`src/rtl/mii_mgmt_pkg.sv`:
```
package mii_mgmt_pkg;

  localparam int HOST_AW = 3;

  // host register offsets
  localparam logic [HOST_AW-1:0] OFS_REGSEL = 3'd0;
  localparam logic [HOST_AW-1:0] OFS_CMD    = 3'd1;
  localparam logic [HOST_AW-1:0] OFS_STAT   = 3'd2;
  localparam logic [HOST_AW-1:0] OFS_WDLO   = 3'd3;
  localparam logic [HOST_AW-1:0] OFS_WDHI   = 3'd4;
  localparam logic [HOST_AW-1:0] OFS_RDLO   = 3'd5;
  localparam logic [HOST_AW-1:0] OFS_RDHI   = 3'd6;

  // frame fields
  localparam logic [1:0] FLD_SOF   = 2'b01;
  localparam logic [1:0] FLD_OP_RD = 2'b10;
  localparam logic [1:0] FLD_OP_WR = 2'b01;
  localparam logic [1:0] FLD_TA_WR = 2'b10;
  localparam logic [1:0] FLD_TA_RD = 2'b11;

  // bit positions within one 64-bit transfer
  localparam logic [5:0] IDX_HDR  = 6'd32;  // first bit after preamble
  localparam logic [5:0] IDX_TA   = 6'd46;  // first turnaround bit
  localparam logic [5:0] IDX_DATA = 6'd48;  // first data bit
  localparam logic [5:0] IDX_LAST = 6'd63;

  typedef struct packed {
    logic        rd;
    logic [4:0]  reg_addr;
    logic [15:0] wdata;
  } mgmt_req_t;

endpackage

```
`src/rtl/mgmt_rst_sync.sv`:
```
module mgmt_rst_sync (
  input  logic clk,
  input  logic arst_n,
  output logic srst_n
);

  logic [1:0] sync_q;

  always_ff @(posedge clk or negedge arst_n) begin
    if (!arst_n) begin
      sync_q <= 2'b00;
    end else begin
      sync_q <= {sync_q[0], 1'b1};
    end
  end

  assign srst_n = sync_q[1];

endmodule

```
`src/rtl/mgmt_mdc_gen.sv`:
```
module mgmt_mdc_gen #(
  parameter int HALF_DIV = 10
) (
  input  logic clk,
  input  logic rst_n,
  input  logic start,
  input  logic run,
  output logic mdc,
  output logic rise_stb,
  output logic fall_stb
);

  localparam int CW = (HALF_DIV > 1) ? $clog2(HALF_DIV) : 1;
  localparam logic [CW-1:0] CNT_TOP = CW'(HALF_DIV - 1);

  logic [CW-1:0] cnt_q, cnt_d;
  logic          mdc_q, mdc_d;
  logic          edge_hit;

  assign edge_hit = run && (cnt_q == CNT_TOP);

  always_comb begin
    cnt_d = cnt_q;
    mdc_d = mdc_q;
    if (start) begin
      cnt_d = '0;
      mdc_d = 1'b0;
    end else if (run) begin
      if (edge_hit) begin
        cnt_d = '0;
        mdc_d = ~mdc_q;
      end else begin
        cnt_d = cnt_q + 1'b1;
      end
    end else begin
      cnt_d = '0;
      mdc_d = 1'b0;
    end
  end

  always_ff @(posedge clk or negedge rst_n) begin
    if (!rst_n) begin
      cnt_q <= '0;
      mdc_q <= 1'b0;
    end else begin
      cnt_q <= cnt_d;
      mdc_q <= mdc_d;
    end
  end

  assign mdc      = mdc_q;
  assign rise_stb = edge_hit && !mdc_q && !start;
  assign fall_stb = edge_hit &&  mdc_q && !start;

endmodule

```
`src/rtl/mgmt_frame_engine.sv`:
```
module mgmt_frame_engine
  import mii_mgmt_pkg::*;
#(
  parameter logic [4:0] PHY_ADDR = 5'h01
) (
  input  logic        clk,
  input  logic        rst_n,
  input  logic        launch,
  input  mgmt_req_t   req,
  input  logic        rise_stb,
  input  logic        fall_stb,
  input  logic        mdio_i,
  output logic        start,
  output logic        busy,
  output logic        done_rd,
  output logic [15:0] rd_result,
  output logic        mdio_o,
  output logic        mdio_oe
);

  logic        busy_q, busy_d;
  logic [5:0]  idx_q, idx_d;
  logic [31:0] sh_q, sh_d;
  logic        rdm_q, rdm_d;
  logic [15:0] rsh_q, rsh_d;
  logic [31:0] hdr;
  logic        last_fall;

  assign start = launch && !busy_q;

  assign hdr = {FLD_SOF,
                req.rd ? FLD_OP_RD : FLD_OP_WR,
                PHY_ADDR,
                req.reg_addr,
                req.rd ? FLD_TA_RD : FLD_TA_WR,
                req.rd ? 16'h0000 : req.wdata};

  assign last_fall = busy_q && fall_stb && (idx_q == IDX_LAST);

  always_comb begin
    busy_d = busy_q;
    idx_d  = idx_q;
    sh_d   = sh_q;
    rdm_d  = rdm_q;
    rsh_d  = rsh_q;
    if (start) begin
      busy_d = 1'b1;
      idx_d  = '0;
      sh_d   = hdr;
      rdm_d  = req.rd;
    end else if (busy_q) begin
      if (rise_stb && rdm_q && (idx_q >= IDX_DATA)) begin
        rsh_d = {rsh_q[14:0], mdio_i};
      end
      if (fall_stb) begin
        if (idx_q == IDX_LAST) begin
          busy_d = 1'b0;
        end else begin
          idx_d = idx_q + 1'b1;
          if (idx_q >= IDX_HDR) begin
            sh_d = {sh_q[30:0], 1'b0};
          end
        end
      end
    end
  end

  always_ff @(posedge clk or negedge rst_n) begin
    if (!rst_n) begin
      busy_q <= 1'b0;
      idx_q  <= '0;
      sh_q   <= '0;
      rdm_q  <= 1'b0;
      rsh_q  <= '0;
    end else begin
      busy_q <= busy_d;
      idx_q  <= idx_d;
      sh_q   <= sh_d;
      rdm_q  <= rdm_d;
      rsh_q  <= rsh_d;
    end
  end

  assign busy      = busy_q;
  assign done_rd   = last_fall && rdm_q;
  assign rd_result = rsh_q;
  assign mdio_oe   = busy_q && !(rdm_q && (idx_q >= IDX_TA));
  assign mdio_o    = busy_q && ((idx_q < IDX_HDR) ? 1'b1 : sh_q[31]);

endmodule

```
`src/rtl/mgmt_host_regs.sv`:
```
module mgmt_host_regs
  import mii_mgmt_pkg::*;
(
  input  logic               clk,
  input  logic               rst_n,
  input  logic [HOST_AW-1:0] host_addr,
  input  logic               host_we,
  input  logic [7:0]         host_wdata,
  output logic [7:0]         host_rdata,
  input  logic               busy,
  input  logic               done_rd,
  input  logic [15:0]        rd_result,
  output logic               launch,
  output mgmt_req_t          req,
  output logic [4:0]         regsel,
  output logic               cmd_rd
);

  logic [4:0] regsel_q, regsel_d;
  logic       cmd_q, cmd_d;
  logic [7:0] wdlo_q, wdlo_d;
  logic [7:0] wdhi_q, wdhi_d;
  logic [7:0] rdlo_q, rdlo_d;
  logic [7:0] rdhi_q, rdhi_d;
  logic       wr_ok;
  logic       go_wr, go_rd;

  assign wr_ok = host_we && !busy;
  assign go_wr = wr_ok && (host_addr == OFS_WDHI);
  assign go_rd = wr_ok && (host_addr == OFS_CMD) && host_wdata[0];

  always_comb begin
    regsel_d = regsel_q;
    cmd_d    = cmd_q;
    wdlo_d   = wdlo_q;
    wdhi_d   = wdhi_q;
    rdlo_d   = rdlo_q;
    rdhi_d   = rdhi_q;
    if (wr_ok) begin
      case (host_addr)
        OFS_REGSEL: regsel_d = host_wdata[4:0];
        OFS_CMD:    cmd_d    = host_wdata[0];
        OFS_WDLO:   wdlo_d   = host_wdata;
        OFS_WDHI:   wdhi_d   = host_wdata;
        default:    ;
      endcase
    end
    if (done_rd) begin
      rdlo_d = rd_result[7:0];
      rdhi_d = rd_result[15:8];
    end
  end

  always_ff @(posedge clk or negedge rst_n) begin
    if (!rst_n) begin
      regsel_q <= '0;
      cmd_q    <= 1'b0;
      wdlo_q   <= '0;
      wdhi_q   <= '0;
      rdlo_q   <= '0;
      rdhi_q   <= '0;
    end else begin
      regsel_q <= regsel_d;
      cmd_q    <= cmd_d;
      wdlo_q   <= wdlo_d;
      wdhi_q   <= wdhi_d;
      rdlo_q   <= rdlo_d;
      rdhi_q   <= rdhi_d;
    end
  end

  always_comb begin
    case (host_addr)
      OFS_REGSEL: host_rdata = {3'b000, regsel_q};
      OFS_CMD:    host_rdata = {7'b0, cmd_q};
      OFS_STAT:   host_rdata = {7'b0, busy};
      OFS_WDLO:   host_rdata = wdlo_q;
      OFS_WDHI:   host_rdata = wdhi_q;
      OFS_RDLO:   host_rdata = rdlo_q;
      OFS_RDHI:   host_rdata = rdhi_q;
      default:    host_rdata = 8'h00;
    endcase
  end

  assign launch       = go_wr || go_rd;
  assign req.rd       = go_rd;
  assign req.reg_addr = regsel_q;
  assign req.wdata    = {host_wdata, wdlo_q};
  assign regsel       = regsel_q;
  assign cmd_rd       = cmd_q;

endmodule

```
`src/rtl/mii_mgmt_engine.sv`:
```
module mii_mgmt_engine
  import mii_mgmt_pkg::*;
#(
  parameter int         HALF_DIV = 10,
  parameter logic [4:0] PHY_ADDR = 5'h01
) (
  input  logic               clk,
  input  logic               rst_n,
  input  logic [HOST_AW-1:0] host_addr,
  input  logic               host_we,
  input  logic [7:0]         host_wdata,
  output logic [7:0]         host_rdata,
  output logic               mdc,
  output logic               mdio_o,
  output logic               mdio_oe,
  input  logic               mdio_i
);

  logic        rst_sync_n;
  logic        launch;
  mgmt_req_t   req;
  logic        start;
  logic        busy;
  logic        done_rd;
  logic [15:0] rd_result;
  logic        rise_stb, fall_stb;
  logic [4:0]  regsel;
  logic        cmd_rd;

  mgmt_rst_sync u_rst (
    .clk    (clk),
    .arst_n (rst_n),
    .srst_n (rst_sync_n)
  );

  mgmt_host_regs u_regs (
    .clk        (clk),
    .rst_n      (rst_sync_n),
    .host_addr  (host_addr),
    .host_we    (host_we),
    .host_wdata (host_wdata),
    .host_rdata (host_rdata),
    .busy       (busy),
    .done_rd    (done_rd),
    .rd_result  (rd_result),
    .launch     (launch),
    .req        (req),
    .regsel     (regsel),
    .cmd_rd     (cmd_rd)
  );

  mgmt_mdc_gen #(.HALF_DIV(HALF_DIV)) u_mdc (
    .clk      (clk),
    .rst_n    (rst_sync_n),
    .start    (start),
    .run      (busy),
    .mdc      (mdc),
    .rise_stb (rise_stb),
    .fall_stb (fall_stb)
  );

  mgmt_frame_engine #(.PHY_ADDR(PHY_ADDR)) u_frame (
    .clk       (clk),
    .rst_n     (rst_sync_n),
    .launch    (launch),
    .req       (req),
    .rise_stb  (rise_stb),
    .fall_stb  (fall_stb),
    .mdio_i    (mdio_i),
    .start     (start),
    .busy      (busy),
    .done_rd   (done_rd),
    .rd_result (rd_result),
    .mdio_o    (mdio_o),
    .mdio_oe   (mdio_oe)
  );

endmodule

```
`config.mk`:
```
export PLATFORM = sky130hd
export DESIGN_NAME = mii_mgmt_engine
export DESIGN_NICKNAME = d
export VERILOG_FILES = /design/src/rtl/mii_mgmt_pkg.sv /design/src/rtl/mgmt_rst_sync.sv /design/src/rtl/mgmt_mdc_gen.sv /design/src/rtl/mgmt_frame_engine.sv /design/src/rtl/mgmt_host_regs.sv /design/src/rtl/mii_mgmt_engine.sv
export SDC_FILE = /design/constraint.sdc
export NUM_CORES = 1
export LEC_CHECK = 0
export ABC_AREA = 1
export BUFFER_PORTS_ARGS = -buffer_cell sky130_fd_sc_hd__buf_2
export CAP_MARGIN = 20
export CORE_ASPECT_RATIO = 1.1
export CORE_MARGIN = 8
export CORE_UTILIZATION = 55
export CTS_CLUSTER_DIAMETER = 60
export DETAILED_ROUTE_END_ITERATION = 7
export GPL_TIMING_DRIVEN = 0
export HOLD_SLACK_MARGIN = 0.15
export MAX_ROUTING_LAYER = met4
export PLACE_DENSITY = 0.8
export SLEW_MARGIN = 40
export SYNTH_ARGS = -nofsm -noshare
export SYNTH_HDL_FRONTEND = slang
export SYNTH_SLANG_ARGS = --single-unit
```
`constraint.sdc`:
```
create_clock -name clk -period 4.4 [get_ports clk]
set_clock_uncertainty 0.1 [all_clocks]
set_input_delay 0.22 -clock clk [delete_from_list [all_inputs] [get_ports clk]]
set_output_delay 0.22 -clock clk [all_outputs]
set_load 0.05 [all_outputs]
```
== Word-level counts from Yosys, hierarchy flattened ==
Index checks and enable logic that the tools add are counted.
Storage, ports and cells
  flip-flop bits (word level): 101
  bits of input ports: 15
  output and inout bits: 11
  logic and storage cells: 90
Operators by class
  $add $sub $neg: 2
  order comparisons: 4
  equality and inequality tests: 10
  multiplexer cells: 24
  bitwise logic cells: 2
  reduce and logical (&&, ||, !) cells: 34
Operators by type and width (number)
  $mux W32: 5
  $pmux W8 S7: 1
  $mux W6: 4
  $ge A6 B6 Y1 const B: 3
  $logic_and A1 B1 Y1: 18
  $mux W16: 1
  $mux W4: 3
  $eq A3 B3 Y1 const B: 3
  $mux W1: 9
  $reduce_and A2 Y1: 4
  $add A6 B1 Y6 const B: 1
  $eq A3 B2 Y1 const B: 2
  $eq A6 B6 Y1 const B: 1
  $lt A6 B6 Y1 const B: 1
  $reduce_and A3 Y1: 2
  $reduce_bool A2 Y1: 3
  $add A4 B1 Y4 const B: 1
  $eq A4 B4 Y1 const B: 1
  $logic_not A1 Y1: 4
  $reduce_and A4 Y1: 1
  $eq A3 B1 Y1 const B: 1
  $logic_not A3 Y1: 1
  $ne A3 B3 Y1 const B: 1
  $mux W2: 1
  3 further kinds: 4

== Logic depth before layout (Yosys ltp) ==
Gate-level depths: netlist (run 1).
  depth after elaboration: 11
  gate-level depth with buffers: 11
  gate-level depth less buffers: 9

== Modules after synthesis ==
Synthesis (run 1) repeated with hierarchy kept, for this count alone.
Unflattened totals
  cell total of the unflattened synthesis: 613
  area total of the unflattened synthesis: 5071.1 µm²
By module, submodules not included
  mgmt_frame_engine: instances 1, cells an instance 345, area an instance 2712.6 µm², sequential area each 1401.3 µm²
  mgmt_host_regs: instances 1, cells an instance 234, area an instance 2028.2 µm², sequential area each 950.9 µm²
  mgmt_mdc_gen: instances 1, cells an instance 31, area an instance 276.5 µm², sequential area each 125.1 µm²
  mgmt_rst_sync: instances 1, cells an instance 3, area an instance 53.8 µm², sequential area each 50.0 µm²

== Worst setup path after synthesis (run 1) ==
Ideal clock, no wire load.
  kind: input to output
  start point: in host_addr[1]
  end point: out host_rdata[5]
  data arrival time: 1392 ps
  required time: 4080 ps
  path slack: 2688 ps
  cell stages on the path: 4
  path buffers: 1
  cell sequence: buf_6 > clkinv_4 > nand3_4 > o2111ai_1
On the way
  cells in the longest elaborated chain, start to end: 2
  elaborated cells on any way between the ends: 8
  those cells by class: 6 x eq/ne; 1 x mux; 1 x reduce/logical
RTL lines
  from (decl): RTL line mii_mgmt_engine.sv:9  | input logic [HOST_AW-1:0] host_addr,
  $eq A3 B3 Y1, or another cell as far along: RTL line mgmt_host_regs.sv:73  | case (host_addr)
  $pmux W8 S7 *: RTL line mgmt_host_regs.sv:73
  to (decl): RTL line mii_mgmt_engine.sv:12  | output logic [7:0] host_rdata,
Every way passes the cells marked *; elsewhere a longest branch is shown, timed or not.

== Worst setup path after layout (run 1) ==
  start point: in host_addr[2]
  end point: out host_rdata[1]
The elaborated chain is that of the path after synthesis.

==> results_dict.tcl, run 1 <==
set metrics [dict create \
    combPwrFrac 0.044 \
    core.rowCount 35 \
    die_x_um 105 \
    clk_pin_slew_ps 110 \
    holdBufCountCts 12 \
    worst-path-max-fanout 8 \
    p_leak_uw 0.00264 \
    stdcell_count 696 \
    netlist_area_um2 4760 \
    numPortBuffers 23 \
    nets 599 \
    syn_avg_cell_area_um2 8.96 \
    setup_tns_ps 0 \
    max_slew_margin 0.475 \
    synth_area_leaders "dfrtp_1, nand2_1, nand3_2" \
    die_area_um2 11900 \
    finalHoldViolCount 0 \
    ff2ff_setup_slack_ps 2390 \
    cts-resized-gates 0 \
    startpoint "host_addr[2]" \
    p_per_area_nw_per_um2 294 \
    cp-end-kind "output pin" \
    r2r_end "u_regs.rdhi_q[7]" \
    drt-total-wl_um 10200 \
    wl_per_cell_um 14.7 \
    critPathRequiredTime_ps 4080 \
    yosys_register_bits 101 \
    crit_type "in2out" \
    reg2reg_from "u_frame.idx_q[0]" \
    cts_made_buffers 9 \
    cellInternalPower_uw 1170 \
    timing.fmax_mhz 398 \
    cts_tree "done" \
    yosysSeqAreaShare 0.530 \
    fillerInstances 695 \
    clkLatencyLatePin_ps 370 \
    post_cts_buffers 0 \
    rsz0062_at_grt "false" \
    reg2reg_depth 9 \
    clockPowerShare 0.364 \
    hp-class "reg2async" \
    antenna_found_initial 0 \
    grt_pass1_vias 3585 \
    clock_path_buffers 2 \
    ant_nets 0 \
    synth_top_area_cell "dfrtp_1" \
    dr.pass1.iters 7 \
    track_usage 0.179 \
    synthFlopType "dfrtp_1" \
    power.switching_uw 406 \
    core_um2 8410 \
    async_flop_share 1.00 \
    num_antenna_cells 0 \
    place_ws_ps 2340 \
    status "completed" \
    vias_per_cell 5.32 \
    netlist-cell-type-count 36 \
    worst_slack_ps 1890 \
    yosys.area.top_type_share 0.530 \
    place_congestion 0.883 \
    via_count 3702 \
    cts_sinks 101 \
    switching_share 0.257 \
    start_util 0.567 \
    setup_viol 0 \
    overflow 0 \
    slew_viol_final 0 \
    maxCapViolCount 0 \
    fin_crit_ps 2510 \
    syn_nets 551 \
    seqPwrFrac 0.592 \
    yosysWarningCount 0 \
    tightest_slew_ps 781 \
    multi_input_area_um2 1830 \
    dp_cells 668 \
    syn_inst 532 \
    dp.final_hpwl_um 7450 \
    start_kind "input pin" \
    area_growth_syn_to_layout_pct 12.7 \
    ios 26 \
    first_iter_violations 280 \
    drc 0 \
    regArea_um2 2530 \
    grt_pass1_wl_um 17000 \
    grt_max_degree 43 \
    htreeDepth 3 \
    cts-root-buf "clkbuf_8" \
    synth-edff-count 0 \
    fin_crit_sh 0.571 \
    drive_gt1_frac 0.186 \
    die_y_um 114 \
    vdd_drop_max_mv 0.273 \
    cp.arrival_ps 2190 \
]
[layout by cell type (no fill, tap or decap), types with 2 or more instances in the layout]
cell type,instances
o22ai_1,2
nor2_4,2
dlygate4sd3_1,12
buf_4,3
dfrtp_1,100
nand4_1,15
o21ai_0,51
buf_12,2
nand2_2,2
ha_1,4
nand3_4,2
o2111ai_1,3
a21oi_1,5
nor2_1,17
clkbuf_8,9
inv_6,3
inv_4,2
inv_2,6
clkbuf_1,7
inv_1,58
nand2_1,146
buf_2,30
nand3_1,36
buf_6,5
clkinv_4,4
nand3_2,30
mux2_2,3
o21ai_1,12
[how the worst max path moves through the flow]
stage                       end  cells after the start  slack (ps)
4_1_cts           host_rdata[3]                      8        1900
2_1_floorplan      u_frame.busy                      0        1280
3_5_place_dp      host_rdata[3]                      8        2340
5_1_grt           host_rdata[3]                      8        1780
3_3_place_gp   u_frame.idx_q[0]                      0         250
6_report          host_rdata[1]                      8        1890
[cell type report]
class                           instances  area share
Buffer                                 22      0.0261
Clock buffer                            9      0.0231
Clock inverter                          7      0.0119
Inverter                               68      0.0494
Multi-Input combinational cell        341       0.341
Sequential cell                       101       0.471
Tap cell                              111      0.0259
Timing Repair Buffer                   37      0.0513
[registers in the layout, indices dropped and copies added, names as in the netlist, 2 cells and up]
| register | count |
|---|---|
| u_regs.wdlo_q | 8 |
| u_frame.idx_q | 6 |
| u_mdc.cnt_q | 4 |
| u_rst.sync_q | 2 |
| u_regs.wdhi_q | 8 |
| u_regs.regsel | 5 |
| u_regs.rdhi_q | 8 |
| u_regs.rdlo_q | 8 |
| u_frame.rd_result | 16 |
| u_frame.sh_q | 32 |
[Yosys cell counts (2+ instances only)]
library cell	instances
a21oi_1	5
nor2_4	2
dfrtp_1	101
o21ai_0	51
clkbuf_1	7
inv_4	2
ha_1	4
nand2_1	146
buf_4	3
nand3_2	30
buf_2	7
buf_6	5
mux2_2	3
o21ai_1	12
inv_1	58
o2111ai_1	3
nand4_1	15
nand2_2	2
inv_2	6
o22ai_1	2
nand3_1	36
nor2_1	17
nand3_4	2
[per-stage QoR]
| stage | hold slack [ps] | power (uW) | utilization | cell area [um2] |
|---|---|---|---|---|
| after floorplan | -176 | 989 | - | 4760 |
| after global placement | -95.2 | 1010 | 0.597 | 5020 |
| after detailed placement | -93.2 | 1010 | 0.602 | 5060 |
| after CTS | 169 | 1580 | 0.639 | 5370 |
| after global routing | 190 | 1620 | 0.639 | 5370 |
| final | 157 | 1580 | 0.639 | 5370 |
[metal layers]
layer  share of wire  GRT usage  vias to the layer above
li1                -          -                     1821
met1            0.44      0.212                     1788
met2            0.51      0.307                       80
met3           0.036     0.0288                       13
met4           0.014     0.0590                        0
met5               0          -                        -
[cells by family after synthesis]
logic type               Yosys count  synth area share
multiplexers                       3           0.00709
AND/OR/NAND/NOR                  254             0.275
buffers and inverters             90            0.0851
adder cells (fa/ha/maj)            4            0.0105
XOR/XNOR                           2           0.00368
AO/OA/AOI/OAI                     77            0.0869
flip-flops                       101             0.530
other                              1          0.000787
[power groups by stage]
stage                     clock [uW]  combinational (uW)  sequential (uW)
after global routing             612                75.5              935
after CTS                        575                70.6              934
after global placement             0                44.2              964
after floorplan                    0                28.9              960
after detailed placement           0                62.0              952
final                            574                69.4              934
[critical path: stages]
cell           delay [ps]
dlygate4sd3_1         540
buf_4                 180
nor3_1                610
nand2_1                90
o21ai_0               110
a21oi_1                70
nand3_1               100
buf_2                 270
(Power assumes the default switching activity.)
==> run 2, diff against run 1 <==
Clock period 4.4 ns to 2.52 ns, I/O delays scaled along.
==> run 2 against run 1 <==
Effect of this change: total power grew 75%; cell count grew 0.14%; via count grew 1.3%; register-to-register slack worse by 1800 ps; global-route usage rose by 0.087 points; first-iteration DRC count is 7.9% higher; sequential cell count unchanged; sequential power is 75% higher.
==> results_dict.tcl, run 2 (synthesized netlist as in run 1, its figures left out) <==
set metrics [dict create \
    place_ws_ps 585 \
    grt_max_degree 43 \
    crit_cells 8 \
    crit_buf_inv 3 \
    reg2reg_depth 9 \
    status "completed" \
    cp.arrival_ps 2150 \
    num_antenna_cells 0 \
    drc 0 \
    core_um2 8410 \
    cpLargestDelayFamily "buffers and inverters" \
    nets 600 \
    overflow 0 \
    clock_path_buffers 2 \
    place_congestion 0.873 \
    ios 26 \
    regMostFlops "u_frame.sh_q" \
    cts_tree "done" \
    r2r_end "u_regs.rdhi_q[7]" \
    max_slew_margin 0.454 \
    critPathRequiredTime_ps 2290 \
    cts_made_buffers 9 \
    cp-end-kind "output pin" \
    ant_nets 0 \
    cts_sinks 101 \
    finalHoldViolCount 0 \
    maxCapViolCount 0 \
    post_cts_buffers 0 \
    grt_pass1_wl_um 17100 \
    die_area_um2 11900 \
    clk_pin_slew_ps 110 \
    cpMaxStageDelayCell "nor3_1" \
    core.rowCount 35 \
    setup_tns_ps 0 \
    p_per_area_nw_per_um2 512 \
    numPortBuffers 23 \
    drive_gt1_frac 0.186 \
    fin_crit_sh 0.942 \
    cts-root-buf "clkbuf_8" \
    dr.pass1.iters 6 \
    stdcell_count 697 \
    worst_slack_ps 147 \
    reg2reg_from "u_frame.idx_q[0]" \
    cts-resized-gates 0 \
    whs_ps 164 \
    drt-total-wl_um 10300 \
    antenna_found_initial 0 \
    vdd_drop_max_mv 0.353 \
    dp_cells 668 \
    cp_slowest_stage_delay_ps 630 \
    htreeDepth 3 \
    vias_per_cell 5.38 \
    holdBufCountCts 13 \
    via_count 3749 \
    largest_reg_flops 32 \
    slew_viol_final 0 \
    die_x_um 105 \
    hp-class "reg2async" \
    final_cell_mix "nand2_1, dfrtp_1, inv_1" \
    area_growth_syn_to_layout_pct 12.9 \
    start_util 0.567 \
    die_y_um 114 \
    endpoint "host_rdata[1]" \
    ff2ff_setup_slack_ps 550 \
    crit_chain "dlygate4sd3_1 > buf_4 > nor3_1 > nand2_1 > o21ai_0 > a21oi_1 > nand3_1 > buf_2" \
    tightest_slew_ps 813 \
    worst-path-max-fanout 8 \
    dp.final_hpwl_um 7510 \
    crit_type "in2out" \
    first_iter_violations 302 \
    grt_pass1_vias 3619 \
    start_kind "input pin" \
    setup_viol 0 \
    wl_per_cell_um 14.8 \
    clkLatencyLatePin_ps 380 \
    p_leak_uw 0.00264 \
    track_usage 0.180 \
    layout_commonest_cell "nand2_1" \
    rsz0062_at_grt "false" \
    timing.fmax_mhz 421 \
    startpoint "host_addr[2]" \
    fin_crit_ps 2370 \
]
==> run 2: cell types whose count changed in the layout (fill, tap and decap cells not counted) <==
| cell | delta |
|---|---|
| clkinv_4 | -1 |
| clkinvlp_4 | +1 |
| inv_8 | +1 |
| dlygate4sd3_1 | +1 |
| inv_6 | -1 |
==> run 2: power by group <==
group	total [uW]	leakage, uW	switching, uW	internal, uW
Combinational	123	0.00135	82.0	41.3
Clock	1000	0.0000943	620	383
Sequential	1630	0.00119	9.22	1620
Total	2760	0.00264	711	2050
==> run 2: metal layers <==
layer  share of wire  global-route usage
met1            0.43               0.210
met3           0.041              0.0310
met4           0.019              0.0695
met2            0.51               0.306
met5               0                   -
==> run 2: worst min-delay path by stage <==
stage	from	endpoint	slack [ps]
after floorplan	rst_n	u_rst.sync_q[0]	-270
after global placement	rst_n	u_rst.sync_q[0]	-190
after detailed placement	rst_n	u_rst.sync_q[0]	-190
after CTS	u_rst.sync_q[1]	u_regs.wdlo_q[6]	170
after global routing	u_rst.sync_q[1]	u_regs.wdlo_q[5]	190
final	u_rst.sync_q[1]	u_regs.wdhi_q[6]	160
==> run 2: cell type report <==
cell class | instances | area (um2)
Fill cell | 717 | 3030
Sequential cell | 101 | 2530
Multi-Input combinational cell | 341 | 1830
Timing Repair Buffer | 38 | 285
Inverter | 68 | 265
Buffer | 22 | 140
Tap cell | 111 | 139
Clock buffer | 9 | 124
Clock inverter | 7 | 65.1
==> run 2: metrics by stage <==
step / util / cell area, um2 / power [uW]
5_1_grt: 0.640 / 5380 / 2840
4_1_cts: 0.640 / 5380 / 2770
3_3_place_gp: 0.597 / 5020 / 1760
6_report: 0.640 / 5380 / 2760
2_1_floorplan: - / 4770 / 1730
3_5_place_dp: 0.602 / 5060 / 1770
==> run 2: worst reg2reg max path, cell delays in order (launching register included) <==
cell	delay, ps
dfrtp_1	450
ha_1	240
nand2_1	90
nor2_1	60
nand2_1	160
inv_2	80
nand3_2	130
clkbuf_1	370
nand2_1	120
o21ai_1	100
